`src/rtl/tuner_pkg.sv`:
```
package tuner_pkg;

    localparam int NUM_PHASES = 4;
    localparam logic [2:0] PH_NONE = 3'd4;

    typedef enum logic [3:0] {
        ST_IDLE,
        ST_PH_REQ,
        ST_PH_WAIT,
        ST_PH_PICK,
        ST_DL_REQ,
        ST_DL_WAIT,
        ST_DL_PICK,
        ST_DONE,
        ST_FAIL
    } tune_state_e;

    typedef struct packed {
        logic       valid;
        logic [1:0] phase;
        logic       sweep;
    } phase_choice_t;

    // Map the ascending list of passing coarse phases to a decision.
    function automatic phase_choice_t choose_phase(input logic [NUM_PHASES-1:0] mask);
        logic [2:0][2:0] lst;
        int              n;
        phase_choice_t   r;
        lst = {3{PH_NONE}};
        n   = 0;
        for (int i = 0; i < NUM_PHASES; i++) begin
            if (mask[i]) begin
                if (n < 3) lst[n[1:0]] = 3'(i);
                n++;
            end
        end
        r = '{valid: 1'b1, phase: 2'd0, sweep: 1'b0};
        if (lst[0] == 3'd0 && lst[1] == 3'd1 && lst[2] == 3'd2)
            r.phase = 2'd1;
        else if (lst[0] == 3'd1 && lst[1] == 3'd2 && lst[2] == 3'd3)
            r.phase = 2'd2;
        else if (lst[0] == 3'd0 && lst[1] == 3'd1 && lst[2] == PH_NONE)
            r = '{valid: 1'b1, phase: 2'd0, sweep: 1'b1};
        else if (lst[0] == 3'd0 && lst[1] == 3'd2)
            r.phase = 2'd0;
        else if (lst[0] == 3'd1 && lst[1] == 3'd2 && lst[2] == PH_NONE)
            r = '{valid: 1'b1, phase: 2'd1, sweep: 1'b1};
        else if (lst[0] == 3'd2 && lst[1] == 3'd3)
            r = '{valid: 1'b1, phase: 2'd2, sweep: 1'b1};
        else if (lst[0] == 3'd2 && lst[1] == PH_NONE)
            r = '{valid: 1'b1, phase: 2'd1, sweep: 1'b1};
        else if (lst[0] == 3'd1 && lst[1] == PH_NONE)
            r = '{valid: 1'b1, phase: 2'd0, sweep: 1'b1};
        else if (lst[0] == 3'd3)
            r = '{valid: 1'b1, phase: 2'd2, sweep: 1'b1};
        else
            r.valid = 1'b0;
        return r;
    endfunction

endpackage

```
`src/rtl/tune_step_gen.sv`:
```
module tune_step_gen #(
    parameter int RATIO_W   = 8,
    parameter int TAP_W     = 8,
    parameter int STEP_UNIT = 15
) (
    input  logic               clk,
    input  logic               rst,
    input  logic               load_i,
    input  logic [RATIO_W-1:0] ratio_i,
    input  logic               halve_i,
    output logic [TAP_W-1:0]   step_o,
    output logic               at_min_o
);
    localparam int PROD_W  = RATIO_W + $clog2(STEP_UNIT + 1);
    localparam int TAP_MAX = (1 << TAP_W) - 1;

    logic [RATIO_W-1:0] eff_ratio;
    logic [PROD_W-1:0]  prod;
    logic [TAP_W-1:0]   seed;
    logic [TAP_W-1:0]   step_q;

    always_comb begin
        eff_ratio = (ratio_i == '0) ? RATIO_W'(1) : ratio_i;
        prod      = PROD_W'(STEP_UNIT) * PROD_W'(eff_ratio);
        seed      = (prod > PROD_W'(TAP_MAX)) ? TAP_W'(TAP_MAX) : prod[TAP_W-1:0];
    end

    always_ff @(posedge clk) begin
        if (rst)
            step_q <= TAP_W'(1);
        else if (load_i)
            step_q <= seed;
        else if (halve_i)
            step_q <= step_q >> 1;
    end

    assign step_o   = step_q;
    assign at_min_o = (step_q <= TAP_W'(1));
endmodule

```
`src/rtl/tune_probe_timer.sv`:
```
module tune_probe_timer #(
    parameter int TMO_W = 16
) (
    input  logic             clk,
    input  logic             rst,
    input  logic             arm_i,
    input  logic             active_i,
    input  logic [TMO_W-1:0] tmo_i,
    input  logic             res_valid_i,
    input  logic             res_pass_i,
    output logic             finish_o,
    output logic             pass_o
);
    logic [TMO_W-1:0] cnt_q;
    logic [TMO_W:0]   cnt_next;
    logic             expire;

    always_comb begin
        cnt_next = {1'b0, cnt_q} + (TMO_W+1)'(1);
        expire   = (cnt_next >= {1'b0, tmo_i});
        finish_o = active_i && (res_valid_i || expire);
        pass_o   = active_i && res_valid_i && res_pass_i;
    end

    always_ff @(posedge clk) begin
        if (rst || arm_i)
            cnt_q <= '0;
        else if (active_i && !finish_o)
            cnt_q <= cnt_next[TMO_W-1:0];
    end
endmodule

```
`src/rtl/tune_tap_store.sv`:
```
module tune_tap_store #(
    parameter int TAP_W = 8,
    parameter int DEPTH = 256
) (
    input  logic                       clk,
    input  logic                       rst,
    input  logic                       clear_i,
    input  logic                       push_i,
    input  logic [TAP_W-1:0]           tap_i,
    output logic [$clog2(DEPTH+1)-1:0] count_o,
    output logic [TAP_W-1:0]           mid_tap_o
);
    localparam int CNT_W = $clog2(DEPTH + 1);
    localparam int IDX_W = $clog2(DEPTH);

    logic [TAP_W-1:0] mem [DEPTH];
    logic [CNT_W-1:0] count_q;
    logic             room;

    assign room = (count_q < CNT_W'(DEPTH));

    always_ff @(posedge clk) begin
        if (rst || clear_i)
            count_q <= '0;
        else if (push_i && room)
            count_q <= count_q + CNT_W'(1);
    end

    always_ff @(posedge clk) begin
        if (push_i && room && !clear_i)
            mem[count_q[IDX_W-1:0]] <= tap_i;
    end

    logic [CNT_W-1:0] half;
    assign half      = count_q >> 1;
    assign mid_tap_o = mem[half[IDX_W-1:0]];
    assign count_o   = count_q;
endmodule

```
`src/rtl/rx_sample_tuner.sv`:
```
module rx_sample_tuner
    import tuner_pkg::*;
#(
    parameter int TAP_W     = 8,
    parameter int RATIO_W   = 8,
    parameter int TMO_W     = 16,
    parameter int STEP_UNIT = 15
) (
    input  logic               clk,
    input  logic               rst,
    input  logic               start_i,
    input  logic [RATIO_W-1:0] clk_ratio_i,
    input  logic [TMO_W-1:0]   timeout_i,
    output logic               test_req_o,
    input  logic               res_valid_i,
    input  logic               res_pass_i,
    output logic [1:0]         phase_o,
    output logic [TAP_W-1:0]   delay_o,
    output logic               dly_sel_o,
    output logic               busy_o,
    output logic               done_o,
    output logic               err_o
);
    localparam int TAP_MAX = (1 << TAP_W) - 1;
    localparam int DEPTH   = TAP_MAX + 1;
    localparam int CNT_W   = $clog2(DEPTH + 1);

    tune_state_e            state_q;
    logic [1:0]             phase_q;
    logic [TAP_W-1:0]       delay_q;
    logic                   sel_q;
    logic [NUM_PHASES-1:0]  mask_q;
    logic [TAP_W:0]         tap_q;
    logic [TAP_W:0]         tap_next;

    logic [TAP_W-1:0]       step;
    logic                   step_at_min;
    logic                   probe_fin;
    logic                   probe_pass;
    logic [CNT_W-1:0]       pass_cnt;
    logic [TAP_W-1:0]       mid_tap;
    phase_choice_t          choice;

    logic arm, waiting, step_load, step_halve, store_clear, store_push;

    always_comb begin
        choice      = choose_phase(mask_q);
        tap_next    = tap_q + (TAP_W+1)'(step);
        arm         = (state_q == ST_PH_REQ) || (state_q == ST_DL_REQ);
        waiting     = (state_q == ST_PH_WAIT) || (state_q == ST_DL_WAIT);
        step_load   = (state_q == ST_IDLE) && start_i;
        step_halve  = (state_q == ST_DL_PICK) && (pass_cnt == CNT_W'(1)) && !step_at_min;
        store_clear = (state_q == ST_PH_PICK) || step_halve;
        store_push  = (state_q == ST_DL_WAIT) && probe_fin && probe_pass;
    end

    tune_step_gen #(.RATIO_W(RATIO_W), .TAP_W(TAP_W), .STEP_UNIT(STEP_UNIT)) step_i (
        .clk      (clk),
        .rst      (rst),
        .load_i   (step_load),
        .ratio_i  (clk_ratio_i),
        .halve_i  (step_halve),
        .step_o   (step),
        .at_min_o (step_at_min)
    );

    tune_probe_timer #(.TMO_W(TMO_W)) timer_i (
        .clk         (clk),
        .rst         (rst),
        .arm_i       (arm),
        .active_i    (waiting),
        .tmo_i       (timeout_i),
        .res_valid_i (res_valid_i),
        .res_pass_i  (res_pass_i),
        .finish_o    (probe_fin),
        .pass_o      (probe_pass)
    );

    tune_tap_store #(.TAP_W(TAP_W), .DEPTH(DEPTH)) store_i (
        .clk       (clk),
        .rst       (rst),
        .clear_i   (store_clear),
        .push_i    (store_push),
        .tap_i     (delay_q),
        .count_o   (pass_cnt),
        .mid_tap_o (mid_tap)
    );

    always_ff @(posedge clk) begin
        if (rst) begin
            state_q <= ST_IDLE;
            phase_q <= '0;
            delay_q <= '0;
            sel_q   <= 1'b0;
            mask_q  <= '0;
            tap_q   <= '0;
        end else begin
            case (state_q)
                ST_IDLE: begin
                    if (start_i) begin
                        sel_q   <= 1'b1;
                        phase_q <= '0;
                        delay_q <= '0;
                        mask_q  <= '0;
                        state_q <= ST_PH_REQ;
                    end
                end
                ST_PH_REQ:
                    state_q <= ST_PH_WAIT;
                ST_PH_WAIT: begin
                    if (probe_fin) begin
                        if (probe_pass) mask_q[phase_q] <= 1'b1;
                        if (phase_q == 2'(NUM_PHASES - 1)) begin
                            state_q <= ST_PH_PICK;
                        end else begin
                            phase_q <= phase_q + 2'd1;
                            state_q <= ST_PH_REQ;
                        end
                    end
                end
                ST_PH_PICK: begin
                    if (!choice.valid) begin
                        state_q <= ST_FAIL;
                    end else begin
                        phase_q <= choice.phase;
                        tap_q   <= '0;
                        delay_q <= '0;
                        state_q <= choice.sweep ? ST_DL_REQ : ST_DONE;
                    end
                end
                ST_DL_REQ:
                    state_q <= ST_DL_WAIT;
                ST_DL_WAIT: begin
                    if (probe_fin) begin
                        if (tap_next > (TAP_W+1)'(TAP_MAX)) begin
                            state_q <= ST_DL_PICK;
                        end else begin
                            tap_q   <= tap_next;
                            delay_q <= tap_next[TAP_W-1:0];
                            state_q <= ST_DL_REQ;
                        end
                    end
                end
                ST_DL_PICK: begin
                    if (pass_cnt >= CNT_W'(2)) begin
                        delay_q <= mid_tap;
                        state_q <= ST_DONE;
                    end else if (step_halve) begin
                        tap_q   <= '0;
                        delay_q <= '0;
                        state_q <= ST_DL_REQ;
                    end else begin
                        state_q <= ST_FAIL;
                    end
                end
                ST_DONE, ST_FAIL:
                    state_q <= ST_IDLE;
                default:
                    state_q <= ST_IDLE;
            endcase
        end
    end

    assign test_req_o = arm;
    assign phase_o    = phase_q;
    assign delay_o    = delay_q;
    assign dly_sel_o  = sel_q;
    assign done_o     = (state_q == ST_DONE);
    assign err_o      = (state_q == ST_FAIL);
    assign busy_o     = (state_q != ST_IDLE) && !done_o && !err_o;
endmodule

```
`config.mk`:
```
export PLATFORM = sky130hd
export DESIGN_NAME = rx_sample_tuner
export DESIGN_NICKNAME = d
export VERILOG_FILES = /design/src/rtl/tuner_pkg.sv /design/src/rtl/tune_step_gen.sv /design/src/rtl/tune_probe_timer.sv /design/src/rtl/tune_tap_store.sv /design/src/rtl/rx_sample_tuner.sv
export SDC_FILE = /design/constraint.sdc
export NUM_CORES = 2
export LEC_CHECK = 0
export BUFFER_PORTS_ARGS = -buffer_cell sky130_fd_sc_hd__buf_2
export CAP_MARGIN = 20
export CORE_MARGIN = 1.5
export CORE_UTILIZATION = 25
export CTS_BUF_LIST = sky130_fd_sc_hd__clkbuf_16
export DETAILED_ROUTE_END_ITERATION = 8
export PLACE_DENSITY_LB_ADDON = 0.08
export SLEW_MARGIN = 15
export SYNTH_ARGS = -nofsm -noshare
export SYNTH_HDL_FRONTEND = slang
export SYNTH_HIERARCHICAL = 1
export SYNTH_SLANG_ARGS = --single-unit
export TNS_END_PERCENT = 1
```
`constraint.sdc`:
```
create_clock -name clk -period 13.05 [get_ports clk]
set_input_delay 1.305 -clock clk [delete_from_list [all_inputs] [get_ports clk]]
set_output_delay 1.305 -clock clk [all_outputs]
set_load 0.1 [all_outputs]
```
Word-level counts from Yosys, hierarchy flattened:

Memories as Yosys holds them, arrays and structs flattened. A register that Yosys moved wholly into a read port is not among the register bits.
Index checks and enable logic that the tools add are counted.
Widths: inputs -> output; s select.

* logic and storage cells: 201
* bits in registers: 61
* bits of input ports: 29
* memory bits (writable): 2048
* memories: 1
* output and inout port bits: 15

Memories
* store_i.mem: depth 256, bits a word 8, rd ports 1, clocked after Yosys merged registers in 1, write ports 1, RTL line tune_tap_store.sv:16 `logic [TAP_W-1:0] mem [DEPTH];`

* magnitude comparators: 17
* equality and inequality tests: 30
* multiplexer cells: 74
* bitwise gates (word level): 10
* add/sub/neg operators: 6
* reduce and logical (&&, ||, !) cells: 53
* multipliers: 1

Operator list (number)
* $mux 9: 11
* $lt 32x3->1 const B: 3
* $mux 8: 12
* $add 32x2->32 const B: 2
* $mux 32: 2
* $mux 4: 14
* $pmux 8 s4: 1
* $pmux 4 s7: 1
* $logic_and 1x1->1: 27
* $pmux 9 s3: 1
* $mux 2: 10
* $demux 3 s2: 3
* $eq 3x2->1 const B: 6
* $ne 2x2->1 const B: 9
* $add 16x1->17 const B: 1
* $ge 17x16->1: 1
* $eq 4x3->1 const B: 4
* $mux 3: 5
* $and 6x6->6: 2
* $gt 12x8->1 const B: 1
* $lt 2x3->1 const B: 4
* $mul 4x8->12 const A: 1
* $not 6->6: 2
* $reduce_and 6->1: 2
* other kinds (38): 66

Longest topological paths before layout:

* depth in word-level cells: 28
* gate-level depth with buffers: 22

Cells and area by module:

The synthesis kept the hierarchy.

By module, submodules not included
* tune_tap_store: cells each 3891, area an instance 80160.6 µm², instances 1
* rx_sample_tuner: cells each 288, area an instance 2304.7 µm², instances 1
* tune_step_gen: cells each 160, area an instance 1357.6 µm², instances 1
* tune_probe_timer: cells each 172, area an instance 1321.3 µm², instances 1

Least setup slack after synthesis:

OpenSTA, ideal clock, no wires.

* path type: reg2out
* start: register delay_q[0], in the netlist delay_o[0]
* end: output delay_o[0]
* cell stages (with the launch flop): 1
* slack: 7.703 ns
* data arrival time: 4.042 ns
* path buffers: 0
* data required time: 11.745 ns
* cells stage by stage: dfxtp_1

RTL lines
* from (decl): RTL line rx_sample_tuner.sv:30 `logic [TAP_W-1:0] delay_q;`
* from (signal assigned): RTL line rx_sample_tuner.sv:139 `delay_q <= tap_next[TAP_W-1:0];`
* from (signal assigned): RTL line rx_sample_tuner.sv:146 `delay_q <= mid_tap;`
* to (decl): RTL line rx_sample_tuner.sv:18 `output logic [TAP_W-1:0] delay_o,`

No word-level cell between the ends.

Worst setup path in the final report:

* start: register timer_i.cnt_q[0]
* end: memory store_i.mem[222][4] (enable)

* longest elaborated chain between the ends: 10

RTL lines
* from (decl): RTL line tune_probe_timer.sv:14 `logic [TMO_W-1:0] cnt_q;`
* from (signal assigned): RTL line tune_probe_timer.sv:29 `cnt_q <= cnt_next[TMO_W-1:0];`
* $add 16x1->17: RTL line tune_probe_timer.sv:19 `cnt_next = {1'b0, cnt_q} + (TMO_W+1)'(1);`
* via timer_i.cnt_next[14]: RTL line tune_probe_timer.sv:15 `logic [TMO_W:0] cnt_next;`
* $ge 17x16->1: RTL line tune_probe_timer.sv:20 `expire = (cnt_next >= {1'b0, tmo_i});`
* $logic_or 1x1->1: RTL line tune_probe_timer.sv:21 `finish_o = active_i && (res_valid_i || expire);`
* $logic_and 1x1->1: RTL line tune_probe_timer.sv:21
* via probe_fin: RTL line rx_sample_tuner.sv:38 `logic probe_fin;`
* $logic_and 1x1->1 (2 in series): RTL line rx_sample_tuner.sv:54 `store_push = (state_q == ST_DL_WAIT) && probe_fin && probe_pass;`
* via store_push: RTL line rx_sample_tuner.sv:44 `logic arm, waiting, step_load, step_halve, store_clear, store_push;`
* $logic_and 1x1->1 (2 in series): RTL line tune_tap_store.sv:30 `if (push_i && room && !clear_i)`
* $mux 1: RTL line tune_tap_store.sv:30
* $mux 1 (not written as such): RTL line tune_tap_store.sv:31 `mem[count_q[IDX_W-1:0]] <= tap_i;`
* to (decl): RTL line tune_tap_store.sv:16

The timed path passes the listed nets, and every way through them passes these cells.

==> flow_summary.rst <==
.. list-table::
   :header-rows: 1

   * - Metric
     - Value
   * - Top-count cell post-synth
     - sky130_fd_sc_hd__edfxtp_1
   * - Clock tree from TritonCTS
     - done
   * - CTS Buf Count
     - 241
   * - Sequential fraction of design power
     - 0.507
   * - Unrepaired setup endpoints after global routing
     - false
   * - Clock sinks
     - 2117
   * - Global-route wire length before repair
     - 388000 µm
   * - Combinational cell fraction of total power
     - 0.036
   * - Initial DRC Count
     - 3966
   * - Share of synthesized cell area in full adder, half adder and majority cells
     - 0.0113
   * - Avg Cell Area, Syn
     - 18.9 µm²
   * - Post-synth top cells
     - sky130_fd_sc_hd__edfxtp_1 (2048), sky130_fd_sc_hd__mux4_2 (414), sky130_fd_sc_hd__nor2_1 (334), sky130_fd_sc_hd__mux2i_1 (178), sky130_fd_sc_hd__a21oi_1 (136)
   * - CP arrival
     - about 7.4 ns
   * - Final setup slack of the worst path
     - between 6 and 7 ns
   * - Syn nets
     - roughly 4.6k
   * - Number of register bits inferred by synthesis
     - 2117
   * - Final number of hold-violating endpoints
     - 0
   * - Main combinational cell family by area after synthesis
     - multiplexers
   * - Maximum level of the CTS H-tree
     - 4
   * - Growth of design area from synthesis to finish
     - 15.8%
   * - Fraction of final layout cells with drive strength greater than 1
     - 0.215
   * - Insertion delay of the later-clocked pin in the worst-skew pair
     - ~0.95 ns
   * - Die area
     - 344000 µm²
   * - Portion of the post-synthesis area used by sequential elements
     - 0.739
   * - Die Y
     - 587 µm
   * - Wire per inst
     - roughly 30 µm
   * - Worst-Margin Slew
     - 1.27 ns
   * - Share of the synthesized netlist area taken by xor and xnor gates
     - 0.00339
   * - Routed vias
     - around 44k
   * - Placed cell count
     - 8947
   * - Cell internal power dissipation
     - 11.7 mW
   * - Max Clock Freq
     - 145 MHz
   * - Total Nets Final
     - 4755
   * - Worst vdd rail ir drop
     - 0.118 mV
   * - Storage element area
     - between 60000 and 70000 µm²
   * - Post-cts sizing count
     - 0
   * - Crit path time final
     - 6.91 ns
   * - Count of endpoints failing setup in the final report
     - 0
   * - Worst clock skew
     - 0.0969 ns
   * - Final Cycle Share
     - 0.530
   * - Avg Vias per Cell
     - ~4.7
   * - Worst setup timing slack at the placement stage
     - between 6 and 7 ns
   * - CTS clock-pin slew for the worst setup and hold paths
     - roughly 0.06 ns
   * - Tot GR Track Use
     - 0.161
   * - Peak fanout along the critical path
     - 16
   * - Initial Util
     - 0.251
   * - Post-route insts no fill
     - 9400
   * - Antenna violations before repair
     - 16
   * - Yosys top cell by area
     - sky130_fd_sc_hd__edfxtp_1
   * - WL final
     - 282000 µm
   * - Static Leak
     - 30.8 nW
   * - Die span in x
     - 587 µm
   * - GRT overflow
     - 0
   * - Fillers
     - 33.3k
   * - Standard-cell rows
     - about 210
   * - Accumulated negative setup slack
     - 0 ns
   * - Cell Area, Synth
     - 85100 µm²
   * - Final Util
     - 0.291
   * - Post-synthesis cell type count
     - 94
   * - Ys async rst share
     - 0
   * - Slew Limit Headroom
     - 0.144
   * - Sort of element at the start of the critical path
     - flip-flop
   * - Ports
     - 44
   * - Reported net switching power
     - 3.32 mW
   * - Share of cell area taken by muxes after synthesis
     - 0.132
   * - Category of the critical setup timing path
     - flip-flop to flip-flop
   * - Post-layout total power
     - 15.0 mW
   * - Number of buffers added for setup after CTS
     - 0
   * - Run status
     - completed
   * - Root buffer selected by CTS
     - sky130_fd_sc_hd__clkbuf_16
   * - Prevailing post-synth register cell
     - sky130_fd_sc_hd__edfxtp_1
   * - Std-Cell Core Area
     - between 300000 and 400000 µm²
   * - Area fraction of the dominant cell type after synthesis
     - 0.722
   * - Detailed-routing iteration count for the pre-antenna-repair pass
     - 5
   * - Critical path required time
     - 13.54 ns
   * - CP endpoint kind
     - flip-flop
   * - Maximum number of pins on one net before global-route repair
     - 133
   * - CTS max path bufs
     - 4
   * - Final HPWL from detailed placement
     - 173000 µm
   * - Net Sw Frac
     - 0.221
   * - # Max-Cap Violations
     - 0
   * - Number of global-route vias before repair
     - roughly 45k
   * - Final weighted congestion of routability-driven global placement
     - 0.776
   * - Compound-Gate Fraction of Synth Area
     - 0.0513
   * - Share of synthesized cell area in and, or, nand and nor gates
     - 0.0412
   * - Cell count after synthesis
     - 4511
   * - Number of enable flip-flop cells after synthesis
     - 2048
   * - Yosys Warn Count
     - 6
   * - Hold Buf Count CTS
     - 0
   * - Clock network power share
     - 0.457
   * - Multi-input gate area in the final layout
     - 20500 µm²
   * - Synth area leaders
     - sky130_fd_sc_hd__edfxtp_1 (72%), sky130_fd_sc_hd__mux4_2 (11%), sky130_fd_sc_hd__mux2i_1 (2.1%)
   * - Final-report max-slew violation count
     - 0
   * - Count of port buffers added during placement
     - 43
   * - DRC violation count after routing
     - 0
   * - Antenna viol nets, final
     - 0
   * - Class of the tightest hold or removal check
     - flip-flop to flip-flop
   * - Power Dens Cells
     - 152 nW/µm²
[worst max-delay path: stages (launching register included)]
cell                       delay (ns)
sky130_fd_sc_hd__dfxtp_1         0.41
sky130_fd_sc_hd__ha_1            0.24
sky130_fd_sc_hd__nand3_1         0.23
sky130_fd_sc_hd__nor3_1          0.43
sky130_fd_sc_hd__nand3_1         0.22
sky130_fd_sc_hd__or2_2           0.35
sky130_fd_sc_hd__xnor2_1         0.14
sky130_fd_sc_hd__ha_1            0.31
sky130_fd_sc_hd__o21a_1          0.12
sky130_fd_sc_hd__o21ai_0         0.09
sky130_fd_sc_hd__or2_2           0.32
sky130_fd_sc_hd__o211ai_1        0.18
sky130_fd_sc_hd__and2_1          0.37
sky130_fd_sc_hd__and3_1          0.27
sky130_fd_sc_hd__nor2b_1         0.44
sky130_fd_sc_hd__nor2b_1         0.31
sky130_fd_sc_hd__and2_1          0.43
sky130_fd_sc_hd__nand3_4         0.70
sky130_fd_sc_hd__nor2_1          0.86
[placed cells by master, fill, tap and decap left out, types with 32 or more instances in the layout]
cell type / n
sky130_fd_sc_hd__a211oi_1: 41
sky130_fd_sc_hd__a21oi_1: 136
sky130_fd_sc_hd__a22o_1: 37
sky130_fd_sc_hd__a22oi_1: 131
sky130_fd_sc_hd__buf_2: 43
sky130_fd_sc_hd__buf_4: 114
sky130_fd_sc_hd__bufinv_16: 32
sky130_fd_sc_hd__clkbuf_16: 246
sky130_fd_sc_hd__clkinv_1: 44
sky130_fd_sc_hd__clkinv_2: 58
sky130_fd_sc_hd__dfxtp_1: 55
sky130_fd_sc_hd__edfxtp_1: 2048
sky130_fd_sc_hd__ha_1: 59
sky130_fd_sc_hd__inv_1: 104
sky130_fd_sc_hd__mux2i_1: 178
sky130_fd_sc_hd__mux4_2: 414
sky130_fd_sc_hd__nand2_1: 113
sky130_fd_sc_hd__nand3_1: 51
sky130_fd_sc_hd__nor2_1: 332
sky130_fd_sc_hd__nor3_1: 50
sky130_fd_sc_hd__o21ai_0: 53
sky130_fd_sc_hd__o221ai_1: 45
[path summary, 6_finish.rpt]
kind	from	to	slack, ns	depth (start not counted)
min	dly_sel_o$_SDFFE_PP0P_	dly_sel_o$_SDFFE_PP0P_	0.44	2
max	timer_i/cnt_q[0]$_SDFFE_PP0P_	store_i/mem[222][4]$_DFFE_PP_	6.14	18
min reg2reg	dly_sel_o$_SDFFE_PP0P_	dly_sel_o$_SDFFE_PP0P_	0.44	2
max reg2reg	timer_i/cnt_q[0]$_SDFFE_PP0P_	store_i/mem[222][4]$_DFFE_PP_	6.14	18
[logic make-up (layout without fill, tap and decap cells)]
kind of cell	count (synthesis)	in the layout
other	0	8
adders and majority gates	70	70
xor gates and xnor gates	33	33
and+or+nand+nor	749	749
DFF	2117	2117
muxes	601	601
buffers and inverters	332	677
AOI/OAI and AO/OA	609	609
[layer usage]
layer  part of all wire  wire (µm)  track usage
met1               0.46     128000        0.223
met2               0.46     129000        0.248
met5            0.00030         84      0.00111
met4              0.032       8990       0.0552
met3              0.056      15800       0.0331
[final cells by class]
cell class	instances	area share
flip-flops and latches	2117	0.638
multi-input cells	2062	0.208
clock buffers	246	0.0625
well taps	4536	0.0576
clock inverters	197	0.0181
repair buffers	166	0.0124
inverters	68	0.00259
diodes	8	0.000203
[power by group through the flow]
stage,Combinational [mW],Sequential [mW],Clock (mW)
4_1_cts,0.577,7.61,7.07
2_1_floorplan,0.148,7.91,0
3_3_place_gp,0.586,7.76,0
3_5_place_dp,0.577,7.76,0
6_report,0.545,7.61,6.86
5_1_grt,0.601,7.61,7.32
[per-stage QoR]
stage	cell area, µm²	hold WS [ns]
3_3_place_gp	90600	0.435
5_1_grt	98600	0.481
6_report	98600	0.440
2_1_floorplan	85100	0.439
3_5_place_dp	90600	0.435
4_1_cts	98500	0.445
[sequential cells by signal, summed over array words and instances (netlist names), named ones only]
| register | cells |
|---|---|
| timer_i/cnt_q | 16 |
| delay_o | 8 |
| phase_o | 2 |
| dly_sel_o | 1 |
| store_i/count_o | 9 |
| tap_q | 9 |
| step_i/step_o | 8 |
| mask_q | 4 |
| store_i/mem | 2048 |
| state_q | 4 |
Note: power is estimated with default switching activity, not from simulation.
